===== config.mk =====
export PLATFORM = sky130hd
export DESIGN_NAME = strain_status_monitor
export DESIGN_NICKNAME = d
export VERILOG_FILES = /design/src/rtl/sgm_pkg.sv /design/src/rtl/sgm_ctrl.sv /design/src/rtl/sgm_datapath.sv /design/src/rtl/strain_status_monitor.sv
export SDC_FILE = /design/constraint.sdc
export NUM_CORES = 1
export LEC_CHECK = 0
export CAP_MARGIN = 20
export CORE_UTILIZATION = 33
export CTS_BUF_LIST = sky130_fd_sc_hd__clkbuf_8
export CTS_CLUSTER_DIAMETER = 30
export CTS_CLUSTER_SIZE = 40
export DETAILED_ROUTE_END_ITERATION = 8
export PLACE_DENSITY_LB_ADDON = 0.25
export SLEW_MARGIN = 10
export SYNTH_ARGS = -nofsm -noshare
export SYNTH_HDL_FRONTEND = slang
export SYNTH_SLANG_ARGS = --single-unit

===== constraint.sdc =====
create_clock -name clk -period 7.8 [get_ports clk]
set_input_delay 0.78 -clock clk [delete_from_list [all_inputs] [get_ports clk]]
set_output_delay 0.78 -clock clk [all_outputs]
set_load 0.02 [all_outputs]

===== src/rtl/sgm_pkg.sv =====
package sgm_pkg;
  localparam int NTIER  = 2;
  localparam int NFAULT = 4;
  localparam int NST    = NFAULT + 2 * NTIER;
  localparam int AW     = 3;

  localparam logic [AW-1:0] ADDR_IEN   = 3'd4;
  localparam logic [AW-1:0] ADDR_TRIG  = 3'd5;
  localparam logic [AW-1:0] ADDR_CLEAR = 3'd6;
  localparam logic [AW-1:0] ADDR_CMD   = 3'd7;

  // strobes from control to datapath, valid for a single cycle
  typedef struct packed {
    logic [NST-1:0] clrMask;
    logic           mmReset;
  } sgmStrobe_t;
endpackage


===== src/rtl/sgm_ctrl.sv =====
module sgm_ctrl
  import sgm_pkg::*;
#(
  parameter int W = 24
) (
  input  logic                       clk,
  input  logic                       rstN,
  input  logic                       wrEn,
  input  logic [AW-1:0]              wrAddr,
  input  logic [W-1:0]               wrData,
  output logic [NTIER-1:0][W-1:0]    thrLo,
  output logic [NTIER-1:0][W-1:0]    thrHi,
  output logic [NST-1:0]             ienMask,
  output logic [NST-1:0]             trigLevel,
  output logic                       chanEn,
  output sgmStrobe_t                 strobe
);
  localparam logic [W-1:0] MOST_NEG = {1'b1, {(W-1){1'b0}}};
  localparam logic [W-1:0] MOST_POS = {1'b0, {(W-1){1'b1}}};

  for (genvar t = 0; t < NTIER; t++) begin : g_thr
    always_ff @(posedge clk) begin
      if (!rstN) begin
        thrLo[t] <= MOST_NEG;
        thrHi[t] <= MOST_POS;
      end else if (wrEn) begin
        if (wrAddr == AW'(2 * t))     thrLo[t] <= wrData;
        if (wrAddr == AW'(2 * t + 1)) thrHi[t] <= wrData;
      end
    end
  end

  always_ff @(posedge clk) begin
    if (!rstN) begin
      ienMask   <= '0;
      trigLevel <= '0;
      chanEn    <= 1'b0;
    end else if (wrEn) begin
      if (wrAddr == ADDR_IEN)  ienMask   <= wrData[NST-1:0];
      if (wrAddr == ADDR_TRIG) trigLevel <= wrData[NST-1:0];
      if (wrAddr == ADDR_CMD)  chanEn    <= wrData[0];
    end
  end

  always_comb begin
    strobe.clrMask = (wrEn && wrAddr == ADDR_CLEAR) ? wrData[NST-1:0] : '0;
    strobe.mmReset = wrEn && wrAddr == ADDR_CMD && wrData[1];
  end
endmodule


===== src/rtl/sgm_datapath.sv =====
module sgm_datapath
  import sgm_pkg::*;
#(
  parameter int W = 24
) (
  input  logic                     clk,
  input  logic                     rstN,
  input  logic                     sampleValid,
  input  logic [W-1:0]             sample,
  input  logic                     loopFail,
  input  logic                     ampFail,
  input  logic                     openBridge,
  input  logic                     adcErr,
  input  logic                     refMissing,
  input  logic [NTIER-1:0][W-1:0]  thrLo,
  input  logic [NTIER-1:0][W-1:0]  thrHi,
  input  logic [NST-1:0]           ienMask,
  input  logic [NST-1:0]           trigLevel,
  input  logic                     chanEn,
  input  sgmStrobe_t               strobe,
  output logic [NST-1:0]           rtStatus,
  output logic [NST-1:0]           latStatus,
  output logic                     summaryRt,
  output logic                     summaryLat,
  output logic [NST-1:0]           irq,
  output logic [W-1:0]             minStrain,
  output logic [W-1:0]             maxStrain,
  output logic                     minMaxValid
);
  logic [NTIER-1:0] hiHit, loHit;
  logic [NST-1:0]   rtRaw, rtNext, latReg, latPrev;
  logic [NST-1:0]   enMask;

  for (genvar t = 0; t < NTIER; t++) begin : g_cmp
    assign hiHit[t] = $signed(sample) > $signed(thrHi[t]);
    assign loHit[t] = $signed(sample) < $signed(thrLo[t]);
  end

  always_comb begin
    rtNext    = rtRaw;
    rtNext[0] = loopFail | ampFail;
    rtNext[1] = openBridge;
    rtNext[2] = adcErr;
    rtNext[3] = refMissing;
    if (sampleValid) begin
      for (int t = 0; t < NTIER; t++) begin
        rtNext[NFAULT + 2 * t]     = hiHit[t];
        rtNext[NFAULT + 2 * t + 1] = loHit[t];
      end
    end
  end

  assign enMask = {NST{chanEn}};

  always_ff @(posedge clk) begin
    if (!rstN) begin
      rtRaw   <= '0;
      latReg  <= '0;
      latPrev <= '0;
    end else begin
      rtRaw   <= rtNext;
      latReg  <= (latReg & ~strobe.clrMask) | (rtRaw & enMask);
      latPrev <= latReg;
    end
  end

  always_ff @(posedge clk) begin
    if (!rstN) begin
      minStrain   <= '0;
      maxStrain   <= '0;
      minMaxValid <= 1'b0;
    end else if (strobe.mmReset) begin
      minMaxValid <= 1'b0;
    end else if (sampleValid) begin
      minMaxValid <= 1'b1;
      if (!minMaxValid || $signed(sample) < $signed(minStrain)) minStrain <= sample;
      if (!minMaxValid || $signed(sample) > $signed(maxStrain)) maxStrain <= sample;
    end
  end

  assign rtStatus   = rtRaw & enMask;
  assign latStatus  = latReg & enMask;
  assign summaryRt  = chanEn & (|rtRaw[NFAULT-1:0]);
  assign summaryLat = chanEn & (|latReg[NFAULT-1:0]);
  assign irq        = enMask & ienMask & latReg & (trigLevel | ~latPrev);
endmodule


===== src/rtl/strain_status_monitor.sv =====
module strain_status_monitor
  import sgm_pkg::*;
#(
  parameter int STRAIN_W = 24
) (
  input  logic                clk,
  input  logic                rstN,
  input  logic                wrEn,
  input  logic [2:0]          wrAddr,
  input  logic [STRAIN_W-1:0] wrData,
  input  logic                sampleValid,
  input  logic [STRAIN_W-1:0] sample,
  input  logic                loopFail,
  input  logic                ampFail,
  input  logic                openBridge,
  input  logic                adcErr,
  input  logic                refMissing,
  output logic [7:0]          rtStatus,
  output logic [7:0]          latStatus,
  output logic                summaryRt,
  output logic                summaryLat,
  output logic [7:0]          irq,
  output logic [STRAIN_W-1:0] minStrain,
  output logic [STRAIN_W-1:0] maxStrain,
  output logic                minMaxValid
);
  logic [NTIER-1:0][STRAIN_W-1:0] thrLo, thrHi;
  logic [NST-1:0] ienMask, trigLevel;
  logic           chanEn;
  sgmStrobe_t     strobe;

  sgm_ctrl #(.W(STRAIN_W)) u_ctrl (
    .clk(clk), .rstN(rstN), .wrEn(wrEn), .wrAddr(wrAddr), .wrData(wrData),
    .thrLo(thrLo), .thrHi(thrHi), .ienMask(ienMask), .trigLevel(trigLevel),
    .chanEn(chanEn), .strobe(strobe)
  );

  sgm_datapath #(.W(STRAIN_W)) u_dp (
    .clk(clk), .rstN(rstN), .sampleValid(sampleValid), .sample(sample),
    .loopFail(loopFail), .ampFail(ampFail), .openBridge(openBridge),
    .adcErr(adcErr), .refMissing(refMissing), .thrLo(thrLo), .thrHi(thrHi),
    .ienMask(ienMask), .trigLevel(trigLevel), .chanEn(chanEn), .strobe(strobe),
    .rtStatus(rtStatus), .latStatus(latStatus), .summaryRt(summaryRt),
    .summaryLat(summaryLat), .irq(irq), .minStrain(minStrain),
    .maxStrain(maxStrain), .minMaxValid(minMaxValid)
  );
endmodule


# [Word-level counts from Yosys, hierarchy flattened]
# Index checks and enable logic that the tools add are counted.
[word_totals] register_bits=186 out_inout_bits=75 word_cells=62
[op_classes] n_lt_le_gt_ge=6 eq_ne=7 mux=1 bitwise_logic=15 reduce_logical=19
[ops] operator="$gt 24x24->1" n=3
[ops] operator="$lt 24x24->1" n=3
[ops] operator="$and 8x8->8" n=6
[ops] operator="$not 8->8" n=2
[ops] operator="$or 8x8->8" n=2
[ops] operator="$reduce_and 2->1" n=7
[ops] operator="$eq 3x3->1 const B" n=4
[ops] operator="$mux 8" n=1
[ops] operator="$reduce_or 4->1" n=2
[ops] operator="$eq 3x2->1 const B" n=2
[ops] operator="$reduce_and 3->1" n=2
[ops] operator="$eq 3x1->1 const B" n=1
[ops] operator="$logic_and 1x1->1" n=3
[ops] operator="$logic_not 3->1" n=1
[ops] operator="$and 1x1->1" n=2
[ops] operator="$logic_or 1x1->1" n=2
[ops] operator="$not 1->1" n=2
[ops] operator="$reduce_or 2->1" n=1
[ops] operator="$logic_not 1->1" n=1
[ops] operator="$or 1x1->1" n=1

# [Depth between registers and ports, before layout]
[logic_depth] depth_word=6 mapped_depth=9 mapped_depth_nobuf=8

# [Cells and area by module]
# From an unflattened synthesis, not the netlist that was laid out.
[unflattened] cells_unflattened=1228 hier_area_um2=10891.7
[by_module_without_submodules] module="sgm_datapath" n_inst=1 cells_each=791 area_each_um2=6396.1 seq_area_each_um2=1461.4
[by_module_without_submodules] module="sgm_ctrl" n_inst=1 cells_each=437 area_each_um2=4495.6 seq_area_each_um2=2262.2

# [Worst setup path after synthesis]
# OpenSTA, ideal clock, no wires.
[synth_path] path_kind="in2reg" from="input sample[9]" to="register u_dp.minStrain[10]" setup_time_ns=0.072 arrival_ns=2.847 required_ns=7.728 setup_slack_ns=4.882 stages=8 path_buffers=1 path_cell_list="ha_1 a211oi_1 o21bai_1 a21oi_1 mux2_4 a2111oi_4 buf_6 mux2i_1"
[synth_between] elab_chain_len=3
[synth_rtl] element="start, declared" line_no="strain_status_monitor.sv:12" source="input logic [STRAIN_W-1:0] sample,"
[synth_rtl] element="$lt 24x24->1" line_no="sgm_datapath.sv:76" source="if (!minMaxValid || $signed(sample) < $signed(minStrain)) minStrain <= sample;"
[synth_rtl] element="$logic_or 1x1->1" line_no="sgm_datapath.sv:76"
[synth_rtl] element="$reduce_and 3->1 (no source line)"
[synth_rtl] element="end signal, assigned" line_no="sgm_datapath.sv:76"
[synth_rtl] element="end, declared" line_no="sgm_datapath.sv:26" source="output logic [W-1:0] minStrain,"
# Every way passes these cells.
# A chain may end at the register's enable or synchronous reset.

# [Worst setup path after layout]
[layout_path] from="input sample[23]" to="register u_dp.maxStrain[14]"
[layout_between] elab_chain_len=3
[layout_rtl] element="$gt 24x24->1" line_no="sgm_datapath.sv:77" source="if (!minMaxValid || $signed(sample) > $signed(maxStrain)) maxStrain <= sample;"
[layout_rtl] element="$logic_or 1x1->1" line_no="sgm_datapath.sv:77"
[layout_rtl] element="$reduce_and 3->1 (no source line)"
[layout_rtl] element="end signal, assigned" line_no="sgm_datapath.sv:77"
[layout_rtl] element="end, declared" line_no="sgm_datapath.sv:27" source="output logic [W-1:0] maxStrain,"
# Every way passes these cells.

==> impl_results.md <==
- Max Fclk: 283 MHz
- Final Cycle Share: 45.2%
- Flops & latches, synth: 186
- CP Cell Sequence: clkdlybuf4s50_1 > ha_1 > nand4_1 > or4_1 > nor3_1 > o31ai_1 > o211ai_4 > buf_16 > mux2i_1
- Clk Latency, worst-skew pair: 480 ps
- Sequential share of the synthesized area: 35.6%
- H-Tree Depth: 4
- Finished Cell Area: 12,600 sq um
- # nets final: 1,558
- PD cells: 167 nW/um^2
- Kind of critical path: input pin to register
- Setup TNS: 0 ps
- Element type at the critical path end: register
- Leak Pwr: 5.19 nW
- CP Depth: 9
- Initial Utilization: 33.8%
- Commonest non-fill, non-tap cell in the layout: nand2_1
- First-pass GRT wire length: 48.2 mm
- Die area: 32,400 sq um
- CTS Buffer Depth: 2
- RR Startpoint: u_dp.maxStrain[15]
- Post-synth EDFFs: 0
- Slowest CP cell: clkdlybuf4s50_1
- WP data required: 8200 ps
- Post-Place Setup Slack: 3790 ps
- Cell Rows: 64
- Via density per instance: 5.03
- Synth Net Count: 1,447
- CTS buffer count: 17
- Predominant post-synthesis flop cell: dfxtp_1
- Sink Count: 186
- Die Height: 180 microns
- Largest net degree at the start of global routing: 87
- Worst-Margin Slew: 1040 ps
- Async SR Flop Fraction: 0%
- Synth warn: 0
- Worst min-delay path class: register to register
- Die width: 180 microns
- RSZ-0062 raised after global routing: no
- # DRC: 1
- Routability cong.: 0.826
- Post-CTS setup buffer count: 0
- Vias: 8,887
- Placed cell areas: 12,100 sq um
- Hold path startpoint: u_ctrl.trigLevel[3]
- Hold buffers post-CTS: 0
- Status: finished, violations left
- WP data arrival: 3930 ps
- Syn avg cell area: 8.39 sq um
- Hold Path End: u_ctrl.trigLevel[3]
- Slew HR: 30.1%
- Root buffer cell: clkbuf_8
- Clock skew: 20.3 ps
- Post-synth cell types: 56
- Worst-path maximum fanout: 18
- Fin Hold WS: 456 ps
- Final Hold Fails: 0
- Flop-to-flop setup slack: 4870 ps
- Layout area overhead: 20.8%
- R2r worst-path depth: 9
- Setup violators final: 0
- Commonest cells after routing, fill and taps aside: nand2_1, dfxtp_1, inv_1, ha_1, clkdlybuf4s50_1
- Final ANT Viol Nets: 0
- Gr usage total: 19.0%
- Drt first pass iters: 9
- Minimum clock period: 3530 ps
- Worst Slack Setup Final: 4270 ps
- CP bufs+invs: 2
- Vias in the first global route: 8,547
- Congestion Overflow GR: 0
- Area of the core: 30,900 sq um
- Clock transition at path regs: 100 ps
- Post-Syn Area: 10,400 sq um
- CP delay by family, top: simple AND/OR/NAND/NOR gates
- Failing checks: DRC
- Post_cts resized: 0
- Initial antenna violation count: 0
- N_diodes: 0
- Drt initial violations: 613
- I/O Pins: 135
- CTS tree: yes
- Number of port buffers: 134
- CP peak stage delay: 630 ps
- Startpoint Class: input pin
- WHS Path Cells: 2
- Slew Limit Fails: 0
- Number of max-cap violations: 0
- Share of cells above drive strength 1: 3.72%
- Reg2reg end: u_dp.maxStrain[14]
- Total wire length: 30.4 mm
- WL/cell: 17.2 microns
- Synthesized instance count: 1,246
- VDD IR-drop max: 0.0879 mV
- HPWL after DPL: 22.4 mm
worst min-delay path, delay by kind of cell (launching register included):
| kind | cells | cell delay [ps] |
|---|---|---|
| AOI/OAI and AO/OA | 1 | 50 |
| and+or+nand+nor | 1 | 50 |
| DFF | 1 | 320 |
state kept, by name, summed over array words and instances, names as in the netlist, 24 cells and up:
name	cells
u_ctrl.thrHi	48
u_ctrl.thrLo	48
u_dp.maxStrain	24
u_dp.minStrain	24
layer usage:
layer	global-route usage (%)	wire length, microns	vias to the layer above
met1	26.7	15200	4251
met5	0	0	-
met3	2.53	975	19
met4	4.24	321	0
met2	30.5	14000	142
li1	-	-	4475
where the power goes:
group,total (mW),internal (mW),switching [mW]
combinational,0.422,0.186,0.236
clock,0.661,0.268,0.393
sequential,1.02,0.991,0.0314
cell usage after synthesis, types with 2 or more instances:
library cell    n  share of area [%]
nand2_1       274                9.8
dfxtp_1       186                 36
inv_1         144                5.2
ha_1          141                 17
a21boi_1       64                4.6
o211ai_1       55                4.0
mux2i_1        50                4.8
clkbuf_1       45                1.6
a21oi_1        39                1.9
and2_1         28                1.7
nand4_1        27                1.6
o21ai_0        17               0.81
nand2b_1       16               0.96
nand3_1        16               0.77
nor2_1         15               0.54
nor3_1         14               0.67
a211oi_1       12               0.86
a21o_1         12               0.86
and3_1         11               0.66
nor2b_1         9               0.54
a22o_1          7               0.59
o21ai_1         6               0.29
a211o_1         4               0.34
and4_1          4               0.34
a21boi_0        3               0.22
buf_1           3               0.11
o21a_1          3               0.22
o21bai_1        3               0.22
o31ai_1         3               0.22
or4_1           3               0.22
a31oi_1         2               0.12
buf_2           2              0.096
buf_6           2               0.22
nor3b_1         2               0.14
o221a_1         2               0.22
o41a_1          2               0.22
worst max path at each step:
stage	from	end	slack [ps]
6_report	sample[23]	u_dp.maxStrain[14]	4270
2_1_floorplan	sample[9]	u_dp.minStrain[10]	4880
3_5_place_dp	sample[23]	u_dp.maxStrain[5]	3790
5_1_grt	sample[16]	u_dp.minStrain[14]	4220
3_3_place_gp	sample[22]	u_dp.maxStrain[6]	3810
4_1_cts	sample[23]	u_dp.maxStrain[14]	4280
logic make-up after synthesis:
family | synth area share [%]
compound gates | 16.8
flops | 35.6
mux | 4.93
buf+inv | 7.21
fa+ha+maj | 16.9
simple gates | 18.5
metrics by stage:
step,instances,util [%],power (mW)
3_3_place_gp,1730,39.3,1.45
4_1_cts,1762,40.5,2.12
5_1_grt,1766,40.8,2.21
2_1_floorplan,1246,-,1.28
3_5_place_dp,1730,39.3,1.46
6_report,1766,40.8,2.11
final cells by class:
| cell class | count | area (sq um) |
|---|---|---|
| fillers | 3168 | 18300 |
| multi-input cells | 864 | 6000 |
| flip-flops and latches | 186 | 3720 |
| repair buffers | 144 | 1480 |
| inverters | 144 | 541 |
| well taps | 396 | 495 |
| clock buffers | 18 | 248 |
| clock inverters | 14 | 134 |
Power figures use the tool's default switching activity.
